--- src/rtl/srcshare_pkg.sv ---
package srcshare_pkg;

    localparam int NUM_CLASSES = 2;

    typedef enum logic {
        CLS_REQ = 1'b0,
        CLS_RSP = 1'b1
    } msg_class_e;

    // Index width with a floor of one bit.
    function automatic int idx_width(input int n);
        return (n <= 1) ? 1 : $clog2(n);
    endfunction

    // Width of a counter that must reach n.
    function automatic int count_width(input int n);
        return $clog2(n + 1);
    endfunction

endpackage

--- src/rtl/srcshare_ledger.sv ---
module srcshare_ledger #(
    parameter int NUM_SRC = 4,
    parameter int SLOTS   = 2,
    parameter int SRC_W   = 2,
    parameter int CNT_W   = 2
) (
    input  logic                     clk,
    input  logic                     rst,
    input  logic                     try_wr,
    input  logic [SRC_W-1:0]         wr_src,
    input  logic                     pop_fire,
    input  logic [SRC_W-1:0]         pop_src,
    output logic                     accept,
    output logic [NUM_SRC*CNT_W-1:0] occ_flat
);

    logic [CNT_W-1:0] occ_sel;

    // Decision uses occupancy held at the start of the cycle.
    assign occ_sel = occ_flat[int'(wr_src)*CNT_W +: CNT_W];
    assign accept  = try_wr && (occ_sel < CNT_W'(SLOTS));

    for (genvar i = 0; i < NUM_SRC; i++) begin : g_src
        logic [CNT_W-1:0] occ_r;
        logic             inc;
        logic             dec;

        assign inc = accept && (wr_src == SRC_W'(i));
        assign dec = pop_fire && (pop_src == SRC_W'(i));

        always_ff @(posedge clk) begin
            if (rst) begin
                occ_r <= '0;
            end else begin
                case ({inc, dec})
                    2'b10:   occ_r <= occ_r + 1'b1;
                    2'b01:   occ_r <= occ_r - 1'b1;
                    default: occ_r <= occ_r;
                endcase
            end
        end

        assign occ_flat[i*CNT_W +: CNT_W] = occ_r;
    end

endmodule

--- src/rtl/srcshare_fifo.sv ---
module srcshare_fifo #(
    parameter int DEPTH = 8,
    parameter int ENT_W = 10,
    parameter int PTR_W = 3,
    parameter int LVL_W = 4
) (
    input  logic             clk,
    input  logic             rst,
    input  logic             push,
    input  logic [ENT_W-1:0] push_ent,
    input  logic             pop,
    output logic             head_valid,
    output logic [ENT_W-1:0] head_ent
);

    logic [ENT_W-1:0] mem [DEPTH];
    logic [PTR_W-1:0] wr_ptr;
    logic [PTR_W-1:0] rd_ptr;
    logic [LVL_W-1:0] level;
    logic             do_push;
    logic             do_pop;

    assign head_valid = (level != '0);
    assign head_ent   = mem[rd_ptr];
    assign do_pop     = pop && head_valid;
    assign do_push    = push && (level != LVL_W'(DEPTH));

    function automatic logic [PTR_W-1:0] bump(input logic [PTR_W-1:0] p);
        return (p == PTR_W'(DEPTH - 1)) ? '0 : p + 1'b1;
    endfunction

    always_ff @(posedge clk) begin
        if (do_push) begin
            mem[wr_ptr] <= push_ent;
        end
    end

    always_ff @(posedge clk) begin
        if (rst) begin
            wr_ptr <= '0;
            rd_ptr <= '0;
            level  <= '0;
        end else begin
            if (do_push) wr_ptr <= bump(wr_ptr);
            if (do_pop)  rd_ptr <= bump(rd_ptr);
            case ({do_push, do_pop})
                2'b10:   level <= level + 1'b1;
                2'b01:   level <= level - 1'b1;
                default: level <= level;
            endcase
        end
    end

endmodule

--- src/rtl/srcshare_inport.sv ---
module srcshare_inport
    import srcshare_pkg::*;
#(
    parameter int  NUM_SRC = 4,
    parameter int  SLOTS   = 2,
    parameter int  DATA_W  = 8,
    localparam int SRC_W   = idx_width(NUM_SRC)
) (
    input  logic              clk,
    input  logic              rst,
    input  logic              in_valid,
    input  logic [SRC_W-1:0]  in_src,
    input  logic              in_cls,
    input  logic [DATA_W-1:0] in_data,
    output logic              nack_valid,
    output logic [SRC_W-1:0]  nack_src,
    input  logic              req_pop,
    output logic              req_valid,
    output logic [SRC_W-1:0]  req_src,
    output logic [DATA_W-1:0] req_data,
    input  logic              rsp_pop,
    output logic              rsp_valid,
    output logic [SRC_W-1:0]  rsp_src,
    output logic [DATA_W-1:0] rsp_data
);

    localparam int CNT_W   = count_width(SLOTS);
    localparam int DEPTH   = NUM_SRC * SLOTS;
    localparam int ENT_W   = SRC_W + DATA_W;
    localparam int PTR_W   = idx_width(DEPTH);
    localparam int LVL_W   = count_width(DEPTH);
    localparam int LEDG_W  = NUM_SRC * CNT_W;

    logic                             cls_pop   [NUM_CLASSES];
    logic                             cls_valid [NUM_CLASSES];
    logic [ENT_W-1:0]                 cls_head  [NUM_CLASSES];
    logic [NUM_CLASSES-1:0]           accept_vec;
    logic [NUM_CLASSES*LEDG_W-1:0]    occ_all;
    logic [ENT_W-1:0]                 in_ent;

    assign in_ent     = {in_src, in_data};
    assign cls_pop[0] = req_pop;
    assign cls_pop[1] = rsp_pop;

    for (genvar c = 0; c < NUM_CLASSES; c++) begin : g_cls
        logic             try_wr;
        logic             pop_fire;
        logic [SRC_W-1:0] pop_src;

        assign try_wr   = in_valid && (in_cls == 1'(c));
        assign pop_fire = cls_pop[c] && cls_valid[c];
        assign pop_src  = cls_head[c][ENT_W-1 -: SRC_W];

        srcshare_ledger #(
            .NUM_SRC (NUM_SRC),
            .SLOTS   (SLOTS),
            .SRC_W   (SRC_W),
            .CNT_W   (CNT_W)
        ) u_ledger (
            .clk      (clk),
            .rst      (rst),
            .try_wr   (try_wr),
            .wr_src   (in_src),
            .pop_fire (pop_fire),
            .pop_src  (pop_src),
            .accept   (accept_vec[c]),
            .occ_flat (occ_all[c*LEDG_W +: LEDG_W])
        );

        srcshare_fifo #(
            .DEPTH (DEPTH),
            .ENT_W (ENT_W),
            .PTR_W (PTR_W),
            .LVL_W (LVL_W)
        ) u_queue (
            .clk        (clk),
            .rst        (rst),
            .push       (accept_vec[c]),
            .push_ent   (in_ent),
            .pop        (cls_pop[c]),
            .head_valid (cls_valid[c]),
            .head_ent   (cls_head[c])
        );
    end

    assign req_valid = cls_valid[CLS_REQ];
    assign req_src   = cls_head[CLS_REQ][ENT_W-1 -: SRC_W];
    assign req_data  = cls_head[CLS_REQ][DATA_W-1:0];
    assign rsp_valid = cls_valid[CLS_RSP];
    assign rsp_src   = cls_head[CLS_RSP][ENT_W-1 -: SRC_W];
    assign rsp_data  = cls_head[CLS_RSP][DATA_W-1:0];

    always_ff @(posedge clk) begin
        if (rst) begin
            nack_valid <= 1'b0;
            nack_src   <= '0;
        end else begin
            nack_valid <= in_valid && !(|accept_vec);
            nack_src   <= in_src;
        end
    end

endmodule

--- config.mk ---
export PLATFORM = sky130hd
export DESIGN_NAME = srcshare_inport
export DESIGN_NICKNAME = d
export VERILOG_FILES = /design/src/rtl/srcshare_pkg.sv /design/src/rtl/srcshare_ledger.sv /design/src/rtl/srcshare_fifo.sv /design/src/rtl/srcshare_inport.sv
export SDC_FILE = /design/constraint.sdc
export NUM_CORES = 1
export LEC_CHECK = 0
export BUFFER_PORTS_ARGS = -buffer_cell sky130_fd_sc_hd__buf_2
export CORE_UTILIZATION = 61
export CTS_CLUSTER_SIZE = 40
export DETAILED_ROUTE_END_ITERATION = 10
export GPL_TIMING_DRIVEN = 0
export MAX_ROUTING_LAYER = met4
export PLACE_DENSITY = 0.85
export SLEW_MARGIN = 30
export SYNTH_ARGS = -nofsm -noshare
export SYNTH_HDL_FRONTEND = slang
export SYNTH_SLANG_ARGS = --single-unit
--- constraint.sdc ---
create_clock -name clk -period 3.45 [get_ports clk]
set_clock_uncertainty 0.2 [all_clocks]
set_input_delay 0.5175 -clock clk [delete_from_list [all_inputs] [get_ports clk]]
set_output_delay 0.5175 -clock clk [all_outputs]
set_load 0.05 [all_outputs]
==> results of run 1 <==
==> report_power, final <==
| part | internal (mW) | leakage, nW | switching [mW] |
|---|---|---|---|
| logic | 0.737 | 1.18 | 1.15 |
| clock network | 1.19 | 0.299 | 0.891 |
| registers | 2.81 | 1.81 | 0.103 |
| total | 4.73 | 3.29 | 2.15 |
==> worst max-delay path, stage by stage, from the launching register on <==
cell	delay, ns
sky130_fd_sc_hd__dfxtp_1	0.31
sky130_fd_sc_hd__buf_2	0.31
sky130_fd_sc_hd__clkbuf_4	0.36
sky130_fd_sc_hd__mux4_2	0.55
sky130_fd_sc_hd__mux2_2	0.29
sky130_fd_sc_hd__buf_2	0.21
==> cell families (layout without fill, tap and decap cells) <==
group / after synthesis / after routing / share of synthesized area, %
buffers and inverters: 21 / 116 / 1.233
and+or+nand+nor: 118 / 118 / 7.770
AOI/OAI and AO/OA: 50 / 50 / 3.358
DFF: 205 / 205 / 67.75
xor gates and xnor gates: 22 / 22 / 2.288
adders and majority gates: 22 / 22 / 3.268
muxes: 65 / 65 / 14.34
==> path summary, 6_finish.rpt <==
kind / cells after the start / slack, ns / end
max reg2reg: 11 / 0.23 / g_cls[1].u_queue.level[2]$_SDFFE_PP0P_
min reg2reg: 2 / 0.29 / g_cls[1].u_queue.rd_ptr[1]$_SDFFE_PP0P_
max: 5 / 0.20 / req_data[1]
min: 2 / 0.15 / nack_valid$_SDFF_PP0_
==> layer usage <==
metal	track usage, %	part of all wire [%]	vias to the layer above
met3	3.517	5.4	47
met4	8.750	2.5	0
li1	-	-	2150
met1	30.90	39	2430
met5	-	0	-
met2	46.35	53	177
==> cell usage in the layout, fill, tap and decap left out, drive strengths merged, types with 2 or more instances in the layout <==
cell and count:
a21oi 25, and3 2, buf 70, clkbuf 33, clkinv 6, clkinvlp 2, dfxtp 45, edfxtp 160
ha 22, inv 4, mux2 21, mux2i 4, mux4 40, nand2 26, nand3 11, nand3b 2
nor2 21, nor2b 12, nor3 5, nor3b 5, nor4 2, nor4b 6, o21ai 18, or2 2
or3 14, or4 4, xnor2 8, xor2 14
==> area by class of cell <==
cell class / count / share of cell area (%)
inverter: 2 / 0.07757
timing repair buffer: 60 / 3.387
tap: 176 / 2.275
buffer: 19 / 1.021
clock inverter: 11 / 0.8920
sequential: 205 / 58.95
multi-input combinational: 277 / 27.85
clock buffer: 24 / 5.546
==> state kept, by name, summed over array words and instances (netlist names), named ones only <==
name	cells
g_cls.u_queue.level	8
nack_valid	1
nack_src	2
g_cls.u_ledger.g_src.occ_r	16
g_cls.u_queue.rd_ptr	6
g_cls.u_queue.wr_ptr	6
g_cls.u_queue.mem	160
==> synth_stat cells, types with 2 or more instances <==
master                     instances
sky130_fd_sc_hd__o21ai_0          17
sky130_fd_sc_hd__or3_1            14
sky130_fd_sc_hd__xnor2_1           8
sky130_fd_sc_hd__dfxtp_1          45
sky130_fd_sc_hd__ha_1             22
sky130_fd_sc_hd__nand2_1          26
sky130_fd_sc_hd__nor2b_1          11
sky130_fd_sc_hd__nor3_1            5
sky130_fd_sc_hd__edfxtp_1        160
sky130_fd_sc_hd__buf_1             3
sky130_fd_sc_hd__buf_6             2
sky130_fd_sc_hd__nand3_1          11
sky130_fd_sc_hd__xor2_1           14
sky130_fd_sc_hd__buf_2             5
sky130_fd_sc_hd__mux2_2           19
sky130_fd_sc_hd__nor2_1           20
sky130_fd_sc_hd__clkbuf_1          8
sky130_fd_sc_hd__a21oi_1          25
sky130_fd_sc_hd__nor4b_1           6
sky130_fd_sc_hd__inv_2             2
sky130_fd_sc_hd__or4_1             4
sky130_fd_sc_hd__mux2i_1           4
sky130_fd_sc_hd__mux4_2           33
sky130_fd_sc_hd__nor3b_1           5
sky130_fd_sc_hd__nand3b_1          2
sky130_fd_sc_hd__mux4_1            7
sky130_fd_sc_hd__and3_1            2
sky130_fd_sc_hd__nor4_1            2
==> per-stage QoR <==
step	setup slack (ns)	power [mW]	TNS (ns)	hold slack (ns)	area, µm²
final	0.2019	6.880	0	0.1495	9678
after global placement	-1.198	4.733	-86.92	0.2655	8842
after floorplan	0.2640	4.418	0	0.2496	8422
after detailed placement	-0.2121	4.835	-1.159	0.2779	9047
after global routing	0.02509	7.144	0	0.1537	9678
after CTS	0.08910	6.916	0	0.1450	9671
==> results.yml, run 1 <==
clock_network:
  clk_pin_slew_ns: 0.06
  clock_latency_ns: 0.50
  cts_sinks: 205
  postCtsHoldBufs: 0
  post_cts.repair.setup_buffers: 0
  max-clock-path-buffers: 3
  cts_tree: "yes"
  cts_root_buf: "sky130_fd_sc_hd__clkbuf_16"
  post_cts_resize_count: 0
  htree_num_levels: 1
  tritoncts.num_buffers: 21
sta:
  final_max_slew_viol_count: 0
  final_min_period_over_clock_period_pct: 94.15
  finalSetupViolations: 0
  timing.slew.headroom_pct: 48.66
  grt_setup_unrepaired: "no"
  finalHoldViolCount: 0
  fmaxAchievable_mhz: 307.9
  tightest_slew_ns: 0.7701
  finalWorstPathRequiredPeriod_ns: 3.248
routing:
  detailroute.via_count: 4804
  drt-total-wl_um: 17270
  routed_via_density: 6.207
  wl_per_cell_um: 22.31
  drt_pass1_iterations: 4
  drt.antenna.violating_nets: 0
  drt_iter0_markers: 292
  detail_route.drc_violations: 0
floorplan:
  floorplan.die.width_um: 119.5
  core_area_um2: 13350
  effective_utilization_at_floorplan_pct: 63.10
  die_height_um: 119.5
  fp.dieArea_um2: 14280
  number_of_top_level_pins: 41
  core.rowCount: 42
layout:
  final-seq-area_um2: 5705
  diodes: 0
  final.fill_count: 830
  multiInputGateArea_um2: 2695
  nNetsFinal: 624
  layout-drive-gt1-share_pct: 28.43
  finalCoreUtilization_pct: 72.51
  synthToLayoutAreaGrowth_pct: 14.92
  final_cell_count_no_fill: 774
setup_path:
  critical_path_required_ns: 2.73
  path_max_fanout: 10
  critical_path.reg2reg.startpoint: "g_cls[1].u_queue.level[1]$_SDFFE_PP0P_"
  cp.arrival_ns: 2.53
  timing.critical_path.to_type: "output pin"
  startpoint_type: "flop"
  timing_worst_setup_path_type: "flop to output pin"
global_route:
  grt_pass1_vias: 5022
  grt_pass1_wl_um: 26920
  grt_usage_pct: 26.14
  congestion_overflow_gr: 0
  pin_count_of_the_biggest_net_entering_global_routing: 21
  grt_antenna_before_repair: 0
placement:
  detailedPlacementHpwl_um: 11500
  io_buffers: 40
  place_congestion: 0.7990
  post-place-cells: 739
synthesis:
  number_of_cells_produced_by_synthesis: 503
  ff_latch_count_synth: 205
  mapped_nets: 541
  synth.largest_area_cell: "sky130_fd_sc_hd__edfxtp_1"
  synth-warning-count: 0
  leading_cell_types_by_total_area_after_synthesis: "sky130_fd_sc_hd__edfxtp_1 (57%), sky130_fd_sc_hd__dfxtp_1 (11%), sky130_fd_sc_hd__mux4_2 (8.8%), sky130_fd_sc_hd__ha_1 (3.3%), sky130_fd_sc_hd__mux2_2 (2.5%)"
  post_synth_edffs: 160
  share_of_the_synthesized_area_in_the_top_cell_type_pct: 57.05
  post_synth_num_cell_types: 49
  synth_area_um2: 8422
  yosysSeqAreaShare_pct: 67.75
  synth-async-reset-ratio_pct: 0
  yosys_most_used_dff: "sky130_fd_sc_hd__edfxtp_1"
  syn-mean-instance-area_um2: 16.74
run:
  drv_cap: 0
pwr:
  power_density_nw_per_um2: 710.9
  max-vdd-ir-drop_mv: 0.5321
  cellLeakagePower_nw: 3.293
hold_path:
  holdCritStartpoint: "in_valid"
  min_path_type: "primary input to flop"
run_status:
  status: "finished, final reports clean"
Power figures use the tool's default switching activity.
==> run 2: changes to the inputs <==
--- a/config.mk
+++ b/config.mk
@@ -6,12 +6,12 @@
 export NUM_CORES = 1
 export LEC_CHECK = 0
 export BUFFER_PORTS_ARGS = -buffer_cell sky130_fd_sc_hd__buf_2
-export CORE_UTILIZATION = 61
+export CORE_UTILIZATION = 55
 export CTS_CLUSTER_SIZE = 40
 export DETAILED_ROUTE_END_ITERATION = 10
 export GPL_TIMING_DRIVEN = 0
 export MAX_ROUTING_LAYER = met4
-export PLACE_DENSITY = 0.85
+export PLACE_DENSITY = 0.81
 export SLEW_MARGIN = 30
 export SYNTH_ARGS = -nofsm -noshare
 export SYNTH_HDL_FRONTEND = slang
==> constraint.sdc (replaced) <==
create_clock -name clk -period 2.6 [get_ports clk]
set_clock_uncertainty 0.2 [all_clocks]
set_input_delay 0.39 -clock clk [delete_from_list [all_inputs] [get_ports clk]]
set_output_delay 0.39 -clock clk [all_outputs]
set_load 0.05 [all_outputs]
==> run 2 against run 1 <==
- the run now ends with negative setup slack left
- cell count up 5.4%
- clock-buffer cell count rose by 4
- combinational power increased by 100%
- critical endpoint is now req_data[7]
- largest power group unchanged
- highest routed layer unchanged
==> results.yml, run 2 (same netlist as run 1, synthesis figures left out) <==
run_status:
  status: "finished, violations left"
  violations_in_the_final_reports: "negative setup slack"
setup_path:
  timing.critical_path.to_type: "output pin"
  startpoint_type: "flop"
  cp.arrival_ns: 2.15
  path_max_fanout: 5
  timing_worst_setup_path_type: "flop to output pin"
  critical_path_required_ns: 2.01
sta:
  worst_setup_slack_final_ns: -0.1404
  fmaxAchievable_mhz: 364.9
  finalSetupViolations: 24
  final_max_slew_viol_count: 0
  timing.slew.headroom_pct: 37.18
  tightest_slew_ns: 0.9384
  finalHoldViolCount: 0
  final.setup.tns_ns: -1.202
  grt_setup_unrepaired: "yes"
  final_min_period_over_clock_period_pct: 105.4
  finalWorstPathRequiredPeriod_ns: 2.740
placement:
  io_buffers: 40
  detailedPlacementHpwl_um: 10430
  place_congestion: 0.8026
  detailedPlace.worstSlack_ns: -0.8157
  post-place-cells: 733
clock_network:
  cts_tree: "yes"
  cts_sinks: 205
  tritoncts.num_buffers: 21
  max-clock-path-buffers: 3
  clock_latency_ns: 0.50
  clk_pin_slew_ns: 0.06
  cts_root_buf: "sky130_fd_sc_hd__clkbuf_16"
  htree_num_levels: 1
floorplan:
  floorplan.die.width_um: 125.7
  core.rowCount: 44
  effective_utilization_at_floorplan_pct: 57.08
  number_of_top_level_pins: 41
  fp.dieArea_um2: 15810
  die_height_um: 125.7
  core_area_um2: 14750
layout:
  largest_reg_flops: 160
  final_common_cell: "sky130_fd_sc_hd__edfxtp_1"
  synthToLayoutAreaGrowth_pct: 29.95
  diodes: 0
  registers.top_by_ff_count: "g_cls.u_queue.mem"
  layout-drive-gt1-share_pct: 42.56
  largest_registers: "g_cls.u_queue.mem: 160 flops, g_cls.u_ledger.g_src.occ_r: 16 flops, g_cls.u_queue.level: 8 flops"
  final_cell_count_no_fill: 816
  most-common-layout-cells: "sky130_fd_sc_hd__edfxtp_1 (160), sky130_fd_sc_hd__buf_4 (39), sky130_fd_sc_hd__mux4_2 (36), sky130_fd_sc_hd__dfxtp_1 (36), sky130_fd_sc_hd__clkbuf_16 (22)"
  nNetsFinal: 656
routing:
  drt_pass1_iterations: 5
  detail_route.drc_violations: 0
  wl_per_cell_um: 22.69
  detailroute.via_count: 4901
  drt-total-wl_um: 18510
  drt_iter0_markers: 397
  routed_via_density: 6.006
  drt.antenna.violating_nets: 0
global_route:
  grt_antenna_before_repair: 0
  pin_count_of_the_biggest_net_entering_global_routing: 21
  grt_pass1_vias: 5216
  grt_pass1_wl_um: 28510
  grt_usage_pct: 24.64
  congestion_overflow_gr: 0
pwr:
  power_density_nw_per_um2: 978.8
  max-vdd-ir-drop_mv: 0.7263
  cellLeakagePower_nw: 3.722
hold_path:
  min_path_type: "primary input to flop"
run:
  drv_cap: 0
==> run 2: path summary, 6_finish.rpt <==
| path | startpoint | end | slack, ns | cells past startpoint |
|---|---|---|---|---|
| hold / removal | in_valid | nack_valid$_SDFF_PP0_ | 0.01 | 2 |
| hold reg to reg | g_cls[0].u_ledger.g_src[1].occ_r[1]$_SDFFE_PP0P_ | g_cls[0].u_ledger.g_src[1].occ_r[1]$_SDFFE_PP0P_ | 0.29 | 2 |
| setup reg to reg | flop | g_cls[0].u_ledger.g_src[0].occ_r[1]$_SDFFE_PP0P_ | -0.10 | 9 |
| setup / recovery | flop | req_data[7] | -0.14 | 6 |
==> run 2: where the power goes <==
part,switching (mW),internal (mW),total [mW]
Clock,1.20,1.75,2.95
Combinational,1.92,1.95,3.86
Sequential,0.160,3.74,3.90
==> run 2: layer usage <==
metal / vias to the layer above / part of all wire, % / GRT usage, %
met1: 2536 / 41 / 30.79
met2: 123 / 54 / 43.01
li1: 2214 / - / -
met4: 0 / 1.8 / 5.953
met5: - / 0 / -
met3: 28 / 3.8 / 3.229
==> run 2: repair_timing <==
action	CTS	global route
gates resized for setup	109	59
setup endpoints to repair	101	46
hold buffers	0	1
pin swaps	17	25
hold endpoints to repair	0	16
gates cloned	2	0
buffers inserted	34	12
==> run 2: area by class of cell <==
type                    count  area, µm²
clock inverters             9      95.09
repair buffers             94      945.9
inverters                   2      15.01
well taps                 184      230.2
flip-flops and latches    205       5724
fillers                   861       3810
multi-input cells         277       3184
clock buffers              28      573.1
plain buffers              17      176.4
==> run 2: worst max-delay path, stage by stage (launching register included) <==
cell and delay [ns]:
sky130_fd_sc_hd__dfxtp_2 0.34, sky130_fd_sc_hd__buf_8 0.14, sky130_fd_sc_hd__buf_12 0.12, sky130_fd_sc_hd__buf_12 0.11, sky130_fd_sc_hd__mux4_2 0.51, sky130_fd_sc_hd__mux2_4 0.29
sky130_fd_sc_hd__buf_6 0.15
==> run 2: metrics by stage <==
stage	cell area, µm²	utilization (%)	power, mW	hold slack (ns)
4_1_cts	10640	72.13	10.44	0.006324
6_report	10940	74.18	10.71	0.01421
5_1_grt	10940	74.18	11.11	0.01903
3_5_place_dp	9171	62.16	6.602	0.2736
2_1_floorplan	8603	-	6.049	0.2420
3_3_place_gp	9034	61.23	6.476	0.2615
